**src/rtl/ftc_pkg.sv**
```systemverilog
package ftc_pkg;

  // How a lookup result was formed
  typedef enum logic [1:0] {
    ROUTE_SEQ_MISS  = 2'd0,
    ROUTE_SEQ_HIT   = 2'd1,
    ROUTE_JUMP_HIT  = 2'd2
  } ftc_route_e;

  localparam int unsigned FTC_BYTE_OFS_W = 2;
  localparam int unsigned FTC_INSN_BYTES = 4;

endpackage

```
**src/rtl/ftc_field_split.sv**
```systemverilog
module ftc_field_split #(
  parameter int unsigned PC_W  = 32,
  parameter int unsigned IDX_W = 6,
  localparam int unsigned WRD_W = PC_W - 2,
  localparam int unsigned TAG_W = WRD_W - IDX_W
) (
  input  logic [WRD_W-1:0] word_addr,
  output logic [IDX_W-1:0] idx,
  output logic [TAG_W-1:0] tag
);
  assign idx = word_addr[IDX_W-1:0];
  assign tag = word_addr[WRD_W-1:IDX_W];
endmodule

```
**src/rtl/ftc_entry_store.sv**
```systemverilog
module ftc_entry_store #(
  parameter int unsigned IDX_W  = 6,
  parameter int unsigned DATA_W = 56,
  localparam int unsigned DEPTH = 1 << IDX_W
) (
  input  logic              clk,
  input  logic              rst,
  input  logic              wr_en,
  input  logic [IDX_W-1:0]  wr_idx,
  input  logic [DATA_W-1:0] wr_data,
  input  logic [IDX_W-1:0]  rd_idx,
  output logic [DATA_W-1:0] rd_data,
  output logic              rd_live
);
  // Payload array: no reset, synchronous read-first port, RAM friendly
  logic [DATA_W-1:0] payload [DEPTH];
  // Occupancy flags kept in flops so reset can clear them in one cycle
  logic [DEPTH-1:0]  live_q;

  always_ff @(posedge clk) begin
    if (wr_en) payload[wr_idx] <= wr_data;
    rd_data <= payload[rd_idx];
  end

  always_ff @(posedge clk) begin
    if (rst) begin
      live_q  <= '0;
      rd_live <= 1'b0;
    end else begin
      if (wr_en) live_q[wr_idx] <= 1'b1;
      rd_live <= live_q[rd_idx];
    end
  end
endmodule

```
**src/rtl/ftc_route.sv**
```systemverilog
module ftc_route
  import ftc_pkg::*;
#(
  parameter int unsigned PC_W  = 32,
  parameter int unsigned TAG_W = 24
) (
  input  logic             clk,
  input  logic             rst,
  input  logic             s1_vld,
  input  logic [PC_W-1:0]  s1_pc,
  input  logic             s1_dir,
  input  logic [TAG_W-1:0] s1_tag,
  input  logic             ent_live,
  input  logic [TAG_W-1:0] ent_tag,
  input  logic [PC_W-1:0]  ent_target,
  output logic             out_valid,
  output logic [PC_W-1:0]  out_pc,
  output logic             out_is_branch,
  output logic [PC_W-1:0]  out_next_pc
);
  logic            hit;
  ftc_route_e      route;
  logic [PC_W-1:0] seq_pc;
  logic [PC_W-1:0] next_pc;

  assign hit    = ent_live && (ent_tag == s1_tag);
  assign seq_pc = s1_pc + PC_W'(FTC_INSN_BYTES);

  always_comb begin
    if (!hit)       route = ROUTE_SEQ_MISS;
    else if (s1_dir) route = ROUTE_JUMP_HIT;
    else            route = ROUTE_SEQ_HIT;
  end

  always_comb begin
    unique case (route)
      ROUTE_JUMP_HIT: next_pc = ent_target;
      default:        next_pc = seq_pc;
    endcase
  end

  always_ff @(posedge clk) begin
    if (rst) begin
      out_valid     <= 1'b0;
      out_pc        <= '0;
      out_is_branch <= 1'b0;
      out_next_pc   <= '0;
    end else begin
      out_valid     <= s1_vld;
      out_pc        <= s1_pc;
      out_is_branch <= (route != ROUTE_SEQ_MISS);
      out_next_pc   <= next_pc;
    end
  end
endmodule

```
**src/rtl/fetch_target_cache.sv**
```systemverilog
module fetch_target_cache #(
  parameter int unsigned PC_W  = 32,
  parameter int unsigned IDX_W = 6,
  localparam int unsigned WRD_W  = PC_W - 2,
  localparam int unsigned TAG_W  = WRD_W - IDX_W,
  localparam int unsigned DATA_W = TAG_W + PC_W
) (
  input  logic             clk,
  input  logic             rst,
  input  logic             fe_valid,
  input  logic [PC_W-1:0]  fe_pc,
  input  logic             fe_dir_taken,
  input  logic             upd_valid,
  input  logic [WRD_W-1:0] upd_pc_word,
  input  logic [PC_W-1:0]  upd_target,
  input  logic             upd_taken,
  output logic             out_valid,
  output logic [PC_W-1:0]  out_pc,
  output logic             out_is_branch,
  output logic [PC_W-1:0]  out_next_pc
);
  logic [IDX_W-1:0] fe_idx, up_idx;
  logic [TAG_W-1:0] fe_tag, up_tag;

  // One splitter per address source
  ftc_field_split #(.PC_W(PC_W), .IDX_W(IDX_W)) u_split_fetch (
    .word_addr (fe_pc[PC_W-1:2]),
    .idx       (fe_idx),
    .tag       (fe_tag)
  );
  ftc_field_split #(.PC_W(PC_W), .IDX_W(IDX_W)) u_split_update (
    .word_addr (upd_pc_word),
    .idx       (up_idx),
    .tag       (up_tag)
  );

  // Only resolved taken branches claim a slot
  logic              wr_en;
  logic [DATA_W-1:0] wr_data, rd_data;
  logic              rd_live;

  assign wr_en   = upd_valid && upd_taken;
  assign wr_data = {up_tag, upd_target};

  ftc_entry_store #(.IDX_W(IDX_W), .DATA_W(DATA_W)) u_store (
    .clk     (clk),
    .rst     (rst),
    .wr_en   (wr_en),
    .wr_idx  (up_idx),
    .wr_data (wr_data),
    .rd_idx  (fe_idx),
    .rd_data (rd_data),
    .rd_live (rd_live)
  );

  // Stage 1: fetch context travels alongside the table read
  logic             s1_vld, s1_dir;
  logic [PC_W-1:0]  s1_pc;
  logic [TAG_W-1:0] s1_tag;

  always_ff @(posedge clk) begin
    if (rst) begin
      s1_vld <= 1'b0;
      s1_dir <= 1'b0;
      s1_pc  <= '0;
      s1_tag <= '0;
    end else begin
      s1_vld <= fe_valid;
      s1_dir <= fe_dir_taken;
      s1_pc  <= fe_pc;
      s1_tag <= fe_tag;
    end
  end

  // Stage 2: compare, choose, register
  ftc_route #(.PC_W(PC_W), .TAG_W(TAG_W)) u_route (
    .clk           (clk),
    .rst           (rst),
    .s1_vld        (s1_vld),
    .s1_pc         (s1_pc),
    .s1_dir        (s1_dir),
    .s1_tag        (s1_tag),
    .ent_live      (rd_live),
    .ent_tag       (rd_data[DATA_W-1:PC_W]),
    .ent_target    (rd_data[PC_W-1:0]),
    .out_valid     (out_valid),
    .out_pc        (out_pc),
    .out_is_branch (out_is_branch),
    .out_next_pc   (out_next_pc)
  );
endmodule

```
**config.mk**
```make
export PLATFORM = sky130hd
export DESIGN_NAME = fetch_target_cache
export DESIGN_NICKNAME = d
export VERILOG_FILES = /design/src/rtl/ftc_pkg.sv /design/src/rtl/ftc_field_split.sv /design/src/rtl/ftc_entry_store.sv /design/src/rtl/ftc_route.sv /design/src/rtl/fetch_target_cache.sv
export SDC_FILE = /design/constraint.sdc
export NUM_CORES = 2
export LEC_CHECK = 0
export BUFFER_PORTS_ARGS = -buffer_cell sky130_fd_sc_hd__clkbuf_2
export CAP_MARGIN = 30
export CORE_MARGIN = 1.5
export CORE_UTILIZATION = 40
export CTS_CLUSTER_DIAMETER = 80
export DETAILED_ROUTE_END_ITERATION = 10
export PLACE_DENSITY_LB_ADDON = 0.3
export RECOVER_POWER = 25
export SLEW_MARGIN = 20
export SYNTH_ARGS = -nofsm -noshare
export SYNTH_HDL_FRONTEND = slang
export SYNTH_SLANG_ARGS = --single-unit
```
**constraint.sdc**
```tcl
create_clock -name clk -period 10.4 [get_ports clk]
set_input_delay 0.52 -clock clk [delete_from_list [all_inputs] [get_ports clk]]
set_output_delay 0.52 -clock clk [all_outputs]
set_load 0.05 [all_outputs]
```
**Word-level counts from Yosys, hierarchy flattened**

Memories as Yosys holds them, arrays and structs flattened. A register that Yosys moved wholly into a read port is not among the register bits.
Cells that the tools add are included.

- Add/subtract/negate cells: 1
- Magnitude comparators: 3
- Equality and inequality tests: 2
- Mux-type cells: 9
- Bitwise logic cells: 1
- Reduce and logical (&&, ||, !) cells: 4

Operator list:

| kind | count |
|---|---|
| 64-bit OR | 1 |
| 32-bit by 3-bit adder with 32-bit output (second input constant) | 1 |
| 32-bit two-way mux | 1 |
| 24-bit equality test | 1 |
| 6-bit by 7-bit < comparator with 1-bit output (second input constant) | 2 |
| 1-bit binary-select mux with 6-bit select | 1 |
| 1-bit demux with 6-bit select | 1 |
| 6-bit by 1-bit >= comparator with 1-bit output (second input constant) | 1 |
| 1-bit two-way mux | 4 |
| 2-bit two-way mux | 2 |
| 1-bit logical AND | 3 |
| 2-bit equality test (second input constant) | 1 |
| 2-bit nonzero test | 1 |

- Register bits: 189
- Memory bits (writable): 3584
- Bits of input ports: 100
- Output and inout port bits: 66
- Word-level logic and storage cells: 31
- Memories kept: 1

Memory list:

| memory | depth | bits a word | rd ports | clocked after memory_dff | wr ports | line | RTL |
|---|---|---|---|---|---|---|---|
| u_store.payload | 64 | 56 | 1 | 1 | 1 | ftc_entry_store.sv:16 | `logic [DATA_W-1:0] payload [DEPTH];` |

**Depth between registers and ports, before layout**

- Depth in word-level cells: 5
- Gate-level depth with buffers: 10
- Mapped depth without buffers: 5

**Modules after synthesis**

A second synthesis with hierarchy kept.

- Cell total of the unflattened synthesis: 6534
- Area total of the unflattened synthesis: 144105.7 sq um

Modules (own cells, without submodules):

| module | times used | cells each | area an instance (sq um) | sequential area each (sq um) |
|---|---|---|---|---|
| ftc_entry_store | 1 | 6048 | 139090.9 | 110045.5 |
| ftc_route | 1 | 303 | 2989.1 | 1321.3 |
| fetch_target_cache | 1 | 123 | 1575.3 | 1161.1 |
| ftc_field_split | 2 | 30 | 225.2 | 0.0 |

**Least setup slack after synthesis**

OpenSTA, ideal clock, no wires.

- Path kind: input to register
- From: input upd_pc_word[4]
- To: memory u_store.payload[16][0], enable pin
- Library setup time: 0.472 ns
- Arrival time: 3.724 ns
- Required time: 9.928 ns
- Slack: 6.205 ns
- Stages: 4
- Path buffers: 2
- Cells stage by stage: clkbuf_1 -> or3b_2 -> clkbuf_1 -> nor2_1

RTL lines:

| element | line | RTL |
|---|---|---|
| start, declared | fetch_target_cache.sv:14 | `input logic [WRD_W-1:0] upd_pc_word,` |
| end, declared | ftc_entry_store.sv:16 |  |

No word-level cell before the write port.

==> parameters.txt <==
Parameter                              Value

Timing
  Final worst-path cycle share    0.610
  Least-Margin Pin Slew    4.85 ns
  Number of endpoints with negative hold slack in the final report    0
  Final min period    6.34 ns
  Fin worst setup slack    4.06 ns
  Count of final max-slew check failures    1403
  Worst Skew    0.0855 ns
  Hold WS    0.0780 ns
  Maximum clock frequency    0.158 GHz
  Unrepaired setup endpoints after global routing    false
  Setup TNS after final layout    0 ns
  Final number of setup-violating endpoints    0
  Relative slew slack    -2.23

Die
  Overall die area    0.362 mm^2
  Core footprint    0.356 mm^2
  Starting Density    0.402
  Die Wd    601 um
  Placement Rows    219
  Vertical die dimension    601 um
  Number of primary I/O pins    166

Detailed routing
  Total Routed Length    421 mm
  Vias/cell    6.03
  Violation count after the first detailed-route iteration    10200
  First-pass iteration count of the detailed router    6
  Post-route DRC violation count    0
  Routed WL per cell    35.9 um
  Post-detailed-route count of antenna-violating nets    0
  Via count    70600

Global route
  Maximum number of pins on one net before global-route repair    113
  Total Routing Usage GR    0.229
  Number of antenna violations at the first check in global routing    34
  M1 GR Usage    0.315
  Met3 layer usage reported by global route    0.0471
  Global-route wire length before repair    574 mm
  Vias in the first global route    70400
  Busiest layer in global routing    met2
  Met2 Usage GRT    0.367
  Global route total overflow    0

Clock network
  CTS sink count    3805
  Maximum count of clock buffers along a single path    4
  Root buf cell    sky130_fd_sc_hd__clkbuf_16
  Num CTS Buffers    385
  CTS tree    built
  Clock edge transition at the registers on the reported setup and hold paths    0.06 ns
  Worst-skew pair later-pin latency    0.98 ns
  # H-tree levels    5

Pwr
  Power per cell area    195 mW/mm^2
  Leakage    51.2 nW
  Maximum vdd ir drop    0.000147 V

Synth
  Net count of the mapped netlist    6193
  Count of mapped cells out of synthesis    6092
  Post-synthesis async set-or-reset flop share    0
  Primary flip-flop cell chosen by synthesis mapping    sky130_fd_sc_hd__edfxtp_1
  Total of flip-flops plus latches after synthesis    3805
  Synthesized area    0.143 mm^2
  Average cell area after synthesis    23.5 um^2
  Number of warning messages in the yosys log    0
  Number of flops mapped to enable cells by yosys    3584
  Proportion of synthesized chip area in sequential cells    0.782
  Count of different cell masters after synthesis    49

Placed design
  DP Cell Count    10900
  Post-Place Worst Slack    5.95 ns
  Final GP Congestion    0.793
  Port buffer count    165
  Post-DP HPWL    232 mm

Critical path
  Depth of the most critical reg-to-reg path    7
  Nature of the critical path endpoint    flip-flop
  Max FO, Critical Path    108
  Worst setup path class    input port to flip-flop
  Signal arrival time at the worst endpoint    7.17 ns
  Critical Path Start Type    input port
  CP required    11.23 ns

Finish
  Storage cell area    0.112 mm^2
  Area of the multi-input gates    0.0301 mm^2
  Filler cell count    29000
  Area growth from synthesis to final layout    14.9%
  Proportion of layout cells with a drive suffix above 1    0.300
  Final cell count without fillers    11700
  Net count of the finished layout    6705

Run status
  Status    complete, but fails checks
  Failing checks    capacitance limit, slew limit

Hold path
  Worst hold path depth    2
  Classification of the worst-slack hold path    input port to flip-flop

Flow run
  Number of maximum-capacitance violations    29
area by class of cell:
type | count | share of cell area
Sequential cell | 3805 | 0.681
Multi-Input combinational cell | 1934 | 0.183
Clock buffer | 529 | 0.0647
Tap cell | 4751 | 0.0361
Timing Repair Buffer | 469 | 0.0239
Clock inverter | 186 | 0.0111
Antenna cell | 26 | 0.000395
Inverter | 9 | 0.000205
what timing repair did:
item                      in CTS  in global routing
setup buffers                  0                  0
hold buffers                  33                 13
hold endpoints to repair      97                173
gates resized for setup        0                  0
cells in the mapped netlist, types with 2 or more instances:
master | n | share of area
sky130_fd_sc_hd__nor4_1 | 30 | 0.0013
sky130_fd_sc_hd__or4_1 | 4 | 0.00021
sky130_fd_sc_hd__nand3b_1 | 4 | 0.00021
sky130_fd_sc_hd__inv_1 | 8 | 0.00021
sky130_fd_sc_hd__o211ai_1 | 12 | 0.00063
sky130_fd_sc_hd__or3_1 | 3 | 0.00013
sky130_fd_sc_hd__a22oi_1 | 54 | 0.0028
sky130_fd_sc_hd__o31ai_1 | 4 | 0.00021
sky130_fd_sc_hd__mux2_2 | 19 | 0.0015
sky130_fd_sc_hd__o21ai_0 | 65 | 0.0023
sky130_fd_sc_hd__buf_6 | 3 | 0.00024
sky130_fd_sc_hd__buf_2 | 138 | 0.0048
sky130_fd_sc_hd__nor2b_1 | 82 | 0.0036
sky130_fd_sc_hd__buf_4 | 27 | 0.0014
sky130_fd_sc_hd__a2111oi_0 | 2 | 0.00012
sky130_fd_sc_hd__or2_2 | 3 | 0.00013
sky130_fd_sc_hd__nand4_1 | 18 | 0.00079
sky130_fd_sc_hd__a211oi_1 | 39 | 0.0020
sky130_fd_sc_hd__clkbuf_1 | 144 | 0.0038
sky130_fd_sc_hd__mux2i_1 | 89 | 0.0062
sky130_fd_sc_hd__dfxtp_1 | 221 | 0.031
sky130_fd_sc_hd__mux4_2 | 1052 | 0.17
sky130_fd_sc_hd__a221oi_1 | 34 | 0.0021
sky130_fd_sc_hd__or3b_2 | 3 | 0.00018
sky130_fd_sc_hd__o41ai_1 | 5 | 0.00031
sky130_fd_sc_hd__buf_1 | 32 | 0.00084
sky130_fd_sc_hd__nor2_1 | 82 | 0.0021
sky130_fd_sc_hd__xor2_1 | 3 | 0.00018
sky130_fd_sc_hd__nor3_1 | 12 | 0.00042
sky130_fd_sc_hd__a21oi_1 | 47 | 0.0016
sky130_fd_sc_hd__xnor2_1 | 48 | 0.0029
sky130_fd_sc_hd__nand3_1 | 26 | 0.00091
sky130_fd_sc_hd__a211o_1 | 16 | 0.00098
sky130_fd_sc_hd__and2_1 | 3 | 0.00013
sky130_fd_sc_hd__and3_1 | 5 | 0.00022
sky130_fd_sc_hd__nor4_2 | 2 | 0.00017
sky130_fd_sc_hd__nand2b_1 | 2 | 0.000087
sky130_fd_sc_hd__o21a_1 | 64 | 0.0034
sky130_fd_sc_hd__o221ai_1 | 9 | 0.00055
sky130_fd_sc_hd__nand2_1 | 86 | 0.0023
sky130_fd_sc_hd__edfxtp_1 | 3584 | 0.75
kinds of logic (layout without fill, tap and decap cells):
kind of cell | count (synthesis) | after routing | share of synthesized area
AO/OA/AOI/OAI | 353 | 353 | 0.0171
AND/OR/NAND/NOR | 369 | 369 | 0.0132
multiplexers | 1160 | 1160 | 0.173
adder cells (fa/ha/maj) | 1 | 1 | 0.0000873
flip-flops | 3805 | 3805 | 0.782
other | 0 | 26 | 0
XOR/XNOR | 51 | 51 | 0.00312
buffers and inverters | 353 | 1193 | 0.0113
through the flow:
stage | util | total power [mW] | instance area (um^2)
2_1_floorplan | - | 18.0 | 143000
3_3_place_gp | 0.423 | 18.7 | 151000
3_5_place_dp | 0.426 | 18.7 | 152000
4_1_cts | 0.462 | 32.3 | 164000
5_1_grt | 0.462 | 32.9 | 165000
6_report | 0.462 | 32.1 | 165000
routing by layer:
layer / vias up / routed length (um)
met5: - / 75
met4: 12 / 14300
met3: 638 / 41900
met2: 4099 / 202000
met1: 38700 / 162000
li1: 27100 / -
sequential cells by signal, indices dropped and copies added, names as in the netlist:
name and cells:
u_route.out_pc 32, u_route.out_valid 1, s1_vld 1, s1_pc 32, s1_dir 1, u_route.out_is_branch 1, u_store.rd_live 1, u_store.live_q 64
u_store.payload 3584, u_route.out_next_pc 32, u_store.rd_data 56
worst max-delay path, stage by stage:
cell and delay [ns]:
sky130_fd_sc_hd__clkbuf_1 3.32, sky130_fd_sc_hd__buf_12 0.55, sky130_fd_sc_hd__buf_12 0.56, sky130_fd_sc_hd__mux4_2 0.49, sky130_fd_sc_hd__mux4_2 0.51, sky130_fd_sc_hd__a22oi_1 0.48
sky130_fd_sc_hd__nand2_1 0.13
power by group:
part	internal (mW)	total, mW	switching, mW
Clock	7.78	13.7	5.92
Sequential	16.9	17.0	0.114
Combinational	0.581	1.46	0.880
Total	25.2	32.1	6.91
cells in the final DEF (no fill, tap or decap), types with 54 or more instances in the layout:
cell,synthesis,layout
sky130_fd_sc_hd__edfxtp_1,3584,3584
sky130_fd_sc_hd__nor2_4,0,65
sky130_fd_sc_hd__a22oi_1,54,54
sky130_fd_sc_hd__clkbuf_2,0,113
sky130_fd_sc_hd__clkinv_2,0,65
sky130_fd_sc_hd__buf_4,27,179
sky130_fd_sc_hd__mux4_2,1052,1052
sky130_fd_sc_hd__o21ai_0,65,65
sky130_fd_sc_hd__nand2_1,86,86
sky130_fd_sc_hd__nor2b_1,82,79
sky130_fd_sc_hd__o21a_1,64,64
sky130_fd_sc_hd__mux2i_1,89,89
sky130_fd_sc_hd__clkbuf_1,144,158
sky130_fd_sc_hd__clkbuf_16,0,389
sky130_fd_sc_hd__clkinv_1,1,58
sky130_fd_sc_hd__dfxtp_1,221,221
final timing paths:
kind	startpoint	end	slack, ns
worst max register to register	s1_pc[12]	u_route.out_next_pc[2]	6.67
worst min register to register	s1_vld	u_route.out_valid	0.44
worst max-delay path	fe_pc[4]	u_store.rd_data[30]	4.06
worst min-delay path	rst	u_route.out_pc[7]	0.08
Power figures use the tool's default switching activity.
